`config.mk`:
```
export PLATFORM = sky130hd
export DESIGN_NAME = calc_addsub
export DESIGN_NICKNAME = d
export VERILOG_FILES = /design/src/rtl/calc_pkg.sv /design/src/rtl/calc_operand_reg.sv /design/src/rtl/calc_bsel.sv /design/src/rtl/calc_ripple_adder.sv /design/src/rtl/calc_addsub.sv
export SDC_FILE = /design/constraint.sdc
export NUM_CORES = 1
export LEC_CHECK = 0
export BUFFER_PORTS_ARGS = -buffer_cell sky130_fd_sc_hd__buf_2
export CORE_MARGIN = 1
export CORE_UTILIZATION = 31
export CTS_BUF_LIST = sky130_fd_sc_hd__clkbuf_16
export CTS_CLUSTER_DIAMETER = 120
export DETAILED_ROUTE_END_ITERATION = 7
export PLACE_DENSITY = 0.6
export SETUP_SLACK_MARGIN = 0.1
export SLEW_MARGIN = 10
export SYNTH_ARGS = -nofsm -noshare
export SYNTH_HDL_FRONTEND = slang
export SYNTH_SLANG_ARGS = --single-unit
```
`constraint.sdc`:
```
create_clock -name clk -period 6.7 [get_ports clk]
set_clock_uncertainty 0.1 [all_clocks]
set_input_delay 1.34 -clock clk [delete_from_list [all_inputs] [get_ports clk]]
set_output_delay 1.34 -clock clk [all_outputs]
set_load 0.005 [all_outputs]
```
`src/rtl/calc_pkg.sv`:
```
package calc_pkg;
  localparam int unsigned CALC_WIDTH = 4;

  typedef enum logic {
    OP_ADD = 1'b0,
    OP_SUB = 1'b1
  } calc_op_e;
endpackage

```
`src/rtl/calc_operand_reg.sv`:
```
module calc_operand_reg #(
  parameter int unsigned W = 4
) (
  input  logic         clk,
  input  logic         rst_n,
  input  logic         load,
  input  logic [W-1:0] d,
  output logic [W-1:0] q
);
  always_ff @(posedge clk) begin
    if (!rst_n)    q <= '0;
    else if (load) q <= d;
  end
endmodule

```
`src/rtl/calc_bsel.sv`:
```
module calc_bsel #(
  parameter int unsigned W = 4
) (
  input  calc_pkg::calc_op_e op,
  input  logic [W-1:0]       b_true,
  output logic [W-1:0]       b_out
);
  for (genvar i = 0; i < W; i++) begin : g_bit
    assign b_out[i] = (op == calc_pkg::OP_SUB) ? ~b_true[i] : b_true[i];
  end
endmodule

```
`src/rtl/calc_ripple_adder.sv`:
```
module calc_ripple_adder #(
  parameter int unsigned W = 4
) (
  input  logic [W-1:0] a,
  input  logic [W-1:0] b,
  input  logic         cin,
  output logic [W-1:0] sum,
  output logic         cout
);
  logic [W:0] c;
  assign c[0] = cin;

  for (genvar i = 0; i < W; i++) begin : g_fa
    logic p;
    assign p        = a[i] ^ b[i];
    assign sum[i]   = p ^ c[i];
    assign c[i+1]   = (a[i] & b[i]) | (p & c[i]);
  end

  assign cout = c[W];
endmodule

```
`src/rtl/calc_addsub.sv`:
```
module calc_addsub #(
  parameter int unsigned W = calc_pkg::CALC_WIDTH
) (
  input  logic         clk,
  input  logic         rst_n,
  input  logic [W-1:0] din,
  input  logic         load_a,
  input  logic         load_b,
  input  logic         sub_mode,
  output logic [W-1:0] result,
  output logic         carry_out
);
  import calc_pkg::*;

  logic [W-1:0] opnd_a;
  logic [W-1:0] opnd_b;
  logic [W-1:0] b_sel;
  calc_op_e     op;

  assign op = calc_op_e'(sub_mode);

  calc_operand_reg #(.W(W)) u_reg_a (
    .clk(clk), .rst_n(rst_n), .load(load_a), .d(din), .q(opnd_a)
  );

  calc_operand_reg #(.W(W)) u_reg_b (
    .clk(clk), .rst_n(rst_n), .load(load_b), .d(din), .q(opnd_b)
  );

  calc_bsel #(.W(W)) u_bsel (
    .op(op), .b_true(opnd_b), .b_out(b_sel)
  );

  calc_ripple_adder #(.W(W)) u_adder (
    .a(opnd_a), .b(b_sel), .cin(op == OP_SUB),
    .sum(result), .cout(carry_out)
  );
endmodule

```
==> impl_metrics.ini, run 1 <==
[clock_tree]
clock_path_buffers = 2
cts_root_buffer = clkbuf_16
cts_tree = done
cts_hold_buf = 0
htree_levels = 1
postCtsResizedCells = 0
clock_sinks = 8
post_cts_buffers = 0
numCtsBuffers = 3
clkLatencyLatePin_ns = 0.23
path_clk_slew_ns = 0.04

[critical_path]
critPathMaxFanout = 4
required_ns = 5.26
reg2regPathDepth = 2
critical_path_class = in -> out
startpoint_type = input port
crit_arrival_ns = 3.01
endpoint_kind = output pin

[detailed_routing]
drt_iter0_markers = 0
via_per_inst = 4.38
dr_wl_met2_um = 302
dr_total_vias = 298
ant_nets = 0
first_pass_iters = 1
routed.top_layer = met4
wl_per_cell_um = 11.0
wirelength_um = 746
drc_errors = 0
wl_met3_um = 80
wl_met1_um = 327

[sta]
setup_viol = 0
grt_setup_unrepaired = false
relSlewSlack_pct = 88.8
fin_crit_sh_pct = 66.4
tns_ns = 0
fmax_mhz = 225
min_period_ns = 4.45
worst_pin_slew_ns = 0.163
holdWs_ns = 0.420
hold_viol = 0
drv_slew = 0

[final_layout]
n_antenna_cell = 0
drive_gt1_share_pct = 30.2
final_common_cell = buf_2
layout_common_cells = 13 x buf_2, 9 x mux2i_1, 8 x nor2b_1, 8 x dfxtp_1, 5 x inv_1
final_core_util_pct = 44.0
final_nets = 67
stdcell_count = 68
finalInstanceArea_um2 = 573
syn2layout_area_growth_pct = 31.2

[global_route]
grt_pass1_wl_mm = 1.27
grt.overflow.total = 0
grt_max_degree = 9
grt_usage_pct = 14.0
antenna_found_initial = 0
grt_pass1_vias = 310

[die]
initial_core_util_pct = 33.6
ios = 14
coreArea_um2 = 1300
die_area_um2 = 1560
core.rowCount = 13
fp.dieH_um = 39.5
die_w_um = 39.5

[power]
powerDensity_nw_per_um2 = 312
ir_worst_vdd_uv = 194
p_leak_uw = 0.000280

[min_path]
holdCritPathClass = reg -> reg
min_path_cells = 2

[placed_design]
portBuffers = 13
place_congestion = 0.648
dp.cells = 65
placed_cell_area_um2 = 498

[logic_synthesis]
yosys_warnings = 0
syn_avg_cell_area_um2 = 11.2
synth_area_um2 = 437
synthDistinctLibCells = 8
synthCells = 39
syn-num-nets = 51
seq_area_frac_synth_pct = 36.7
ys_ff_latch = 8

[job]
cap_violations = 0

[status]
status = finished, final reports clean
[synthesized netlist by cell type (all sizes together)]
library cell / n / share of area, %
fa: 3 / 14
mux2i: 9 / 21
inv: 5 / 4.3
xor2: 2 / 4.0
nor2b: 8 / 11
xnor2: 2 / 4.0
dfxtp: 8 / 37
buf: 2 / 5.2
[metrics by stage]
step | setup slack, ns | power, uW
2_1_floorplan | 2.56 | 69.7
3_3_place_gp | 2.25 | 79.6
3_5_place_dp | 2.24 | 79.7
4_1_cts | 2.24 | 182
5_1_grt | 2.16 | 189
6_report | 2.25 | 179
[flip-flops by register name (all words and copies together) (netlist names)]
name and count:
u_reg_b.q 4, u_reg_a.q 4
[worst max-delay path, stage by stage]
cell and delay, ns:
buf_2 0.14, xnor2_1 0.14, fa_1 0.41, fa_1 0.36, inv_1 0.07, fa_1 0.40
buf_2 0.14
[final timing paths]
check | startpoint | to | slack (ns)
hold reg to reg | u_reg_a.q[2] | u_reg_a.q[2] | 0.42
setup / recovery | sub_mode | result[3] | 2.25
hold / removal | u_reg_a.q[2] | u_reg_a.q[2] | 0.42
setup reg to reg | u_reg_b.q[0] | u_reg_b.q[0] | 5.97
[power breakdown]
part	leakage, uW	switching [uW]	total [uW]	internal [uW]
sequential	0.0000661	2.01	52.8	50.8
clock	0.0000370	23.5	100	76.9
combinational	0.000177	11.9	25.6	13.7
[metal layers]
| layer | global-route usage, % | vias up |
|---|---|---|
| met5 | 0 | - |
| met4 | 12.9 | 0 |
| met3 | 8.52 | 5 |
| met2 | 20.1 | 14 |
| met1 | 13.6 | 130 |
| li1 | - | 149 |
[cells by family after synthesis]
family,Yosys count,share of synthesized area (%)
xor gates and xnor gates,4,8.02
buffers and inverters,7,9.46
muxes,9,20.6
DFF,8,36.7
adders and majority gates,3,13.8
and+or+nand+nor,8,11.5
[cell type report]
type,instances,area [um2]
Timing Repair Buffer,13,65.1
Clock buffer,3,75.1
Sequential cell,8,160
Multi-Input combinational cell,24,235
Tap cell,15,18.8
Inverter,5,18.8
Fill cell,152,728
No activity file was read; power rests on OpenSTA's default activity.
==> inputs of run 2 (changes only) <==
==> constraint.sdc (replaced) <==
create_clock -name clk -period 4.1 [get_ports clk]
set_clock_uncertainty 0.1 [all_clocks]
set_input_delay 0.82 -clock clk [delete_from_list [all_inputs] [get_ports clk]]
set_output_delay 0.82 -clock clk [all_outputs]
set_load 0.005 [all_outputs]
==> impl_metrics.ini, run 2 (synthesized netlist as in run 1, its figures left out) <==
[clock_tree]
numCtsBuffers = 3
post_cts_buffers = 0
cts_tree = done
clock_sinks = 8
cts_hold_buf = 0
path_clk_slew_ns = 0.04
htree_levels = 1
postCtsResizedCells = 0
cts_root_buffer = clkbuf_16
clkLatencyLatePin_ns = 0.23
clock_path_buffers = 2

[detailed_routing]
ant_nets = 0
first_pass_iters = 2
wl_per_cell_um = 9.96
via_per_inst = 4.22
drc_errors = 0
drt_iter0_markers = 2
dr_total_vias = 287
wirelength_um = 677

[final_layout]
layout_common_cells = 13 x buf_2, 9 x mux2i_1, 8 x nor2b_1, 8 x dfxtp_1, 5 x inv_1
n_antenna_cell = 0
syn2layout_area_growth_pct = 31.2
final_common_cell = buf_2
final_nets = 67
drive_gt1_share_pct = 30.2
multiInputGateArea_um2 = 235
seq_area_um2 = 160
fillers = 134
top_regs = u_reg_a.q x4, u_reg_b.q x4

[sta]
relSlewSlack_pct = 88.4
hold_viol = 0
tns_ns = 0
grt_setup_unrepaired = false
worst_pin_slew_ns = 0.170
setup_viol = 0
fin_crit_sh_pct = 82.8
drv_slew = 0
min_period_ns = 3.40
fmax_mhz = 294

[critical_path]
startpoint_type = input port
critical_path_class = in -> out
endpoint_kind = output pin
required_ns = 3.18
crit_arrival_ns = 2.48
critPathMaxFanout = 4

[die]
fp.dieH_um = 39.5
ios = 14
initial_core_util_pct = 33.6
coreArea_um2 = 1300
die_w_um = 39.5
core.rowCount = 13
die_area_um2 = 1560

[power]
comb_power_share_pct = 14.5
switchingPower_uw = 57.6
ir_worst_vdd_uv = 271
p_leak_uw = 0.000280
clockPowerShare_pct = 55.7
swShare_pct = 20.0
internal_power_uw = 231
p_total_uw = 288
powerDensity_nw_per_um2 = 503
power_frac_seq_pct = 29.9

[global_route]
antenna_found_initial = 0
grt_max_degree = 9
grt_usage_pct = 12.2
grt_pass1_vias = 285
grt_pass1_wl_mm = 1.18
grt.overflow.total = 0

[min_path]
holdCritPathClass = reg -> reg

[placed_design]
portBuffers = 13
place_congestion = 0.644

[job]
cap_violations = 0

[status]
status = finished, final reports clean
## run 2: worst max-delay path: stages
cell     delay, ns
buf_2         0.13
xnor2_1       0.14
fa_1          0.41
fa_1          0.37
inv_1         0.07
fa_1          0.39
buf_2         0.13
## run 2: final cells by class
cell class,instances,area share (%)
multi-input cells,24,41.0
flip-flops and latches,8,27.9
clock buffers,3,13.1
repair buffers,13,11.4
inverters,5,3.28
well taps,15,3.28
## run 2: path summary, 6_finish.rpt
kind                  endpoint  depth (start not counted)  slack, ns    startpoint
hold / removal    u_reg_a.q[1]                          2       0.42  u_reg_a.q[1]
setup reg to reg  u_reg_b.q[0]                          2       3.37  u_reg_b.q[0]
hold reg to reg   u_reg_a.q[1]                          2       0.42  u_reg_a.q[1]
setup / recovery     result[3]                          7       0.70      sub_mode
## run 2: metal layers
layer,global-route usage (%),vias to the layer above,part of all wire (%)
met5,0,-,0
met4,10.3,0,2.5
met3,3.41,2,10
met2,18.4,13,41
met1,13.9,123,46
li1,-,149,-
## run 2: power groups by stage
stage	clock network, uW	registers (uW)	logic (uW)
2_1_floorplan	0	86.8	27.1
3_3_place_gp	0	87.4	43.0
3_5_place_dp	0	87.4	42.8
4_1_cts	163	86.2	42.9
5_1_grt	168	86.7	48.0
6_report	160	86.2	41.7
## run 2: per-stage QoR
step | worst slack (ns) | util (%) | cells | area [um2] | hold slack [ns]
5_1_grt | 0.632 | 44.0 | 68 | 573 | 0.442
2_1_floorplan | 0.999 | - | 39 | 437 | 0.383
4_1_cts | 0.688 | 44.0 | 68 | 573 | 0.418
6_report | 0.703 | 44.0 | 68 | 573 | 0.417
3_5_place_dp | 0.690 | 38.3 | 65 | 498 | 0.406
3_3_place_gp | 0.694 | 38.3 | 65 | 498 | 0.399
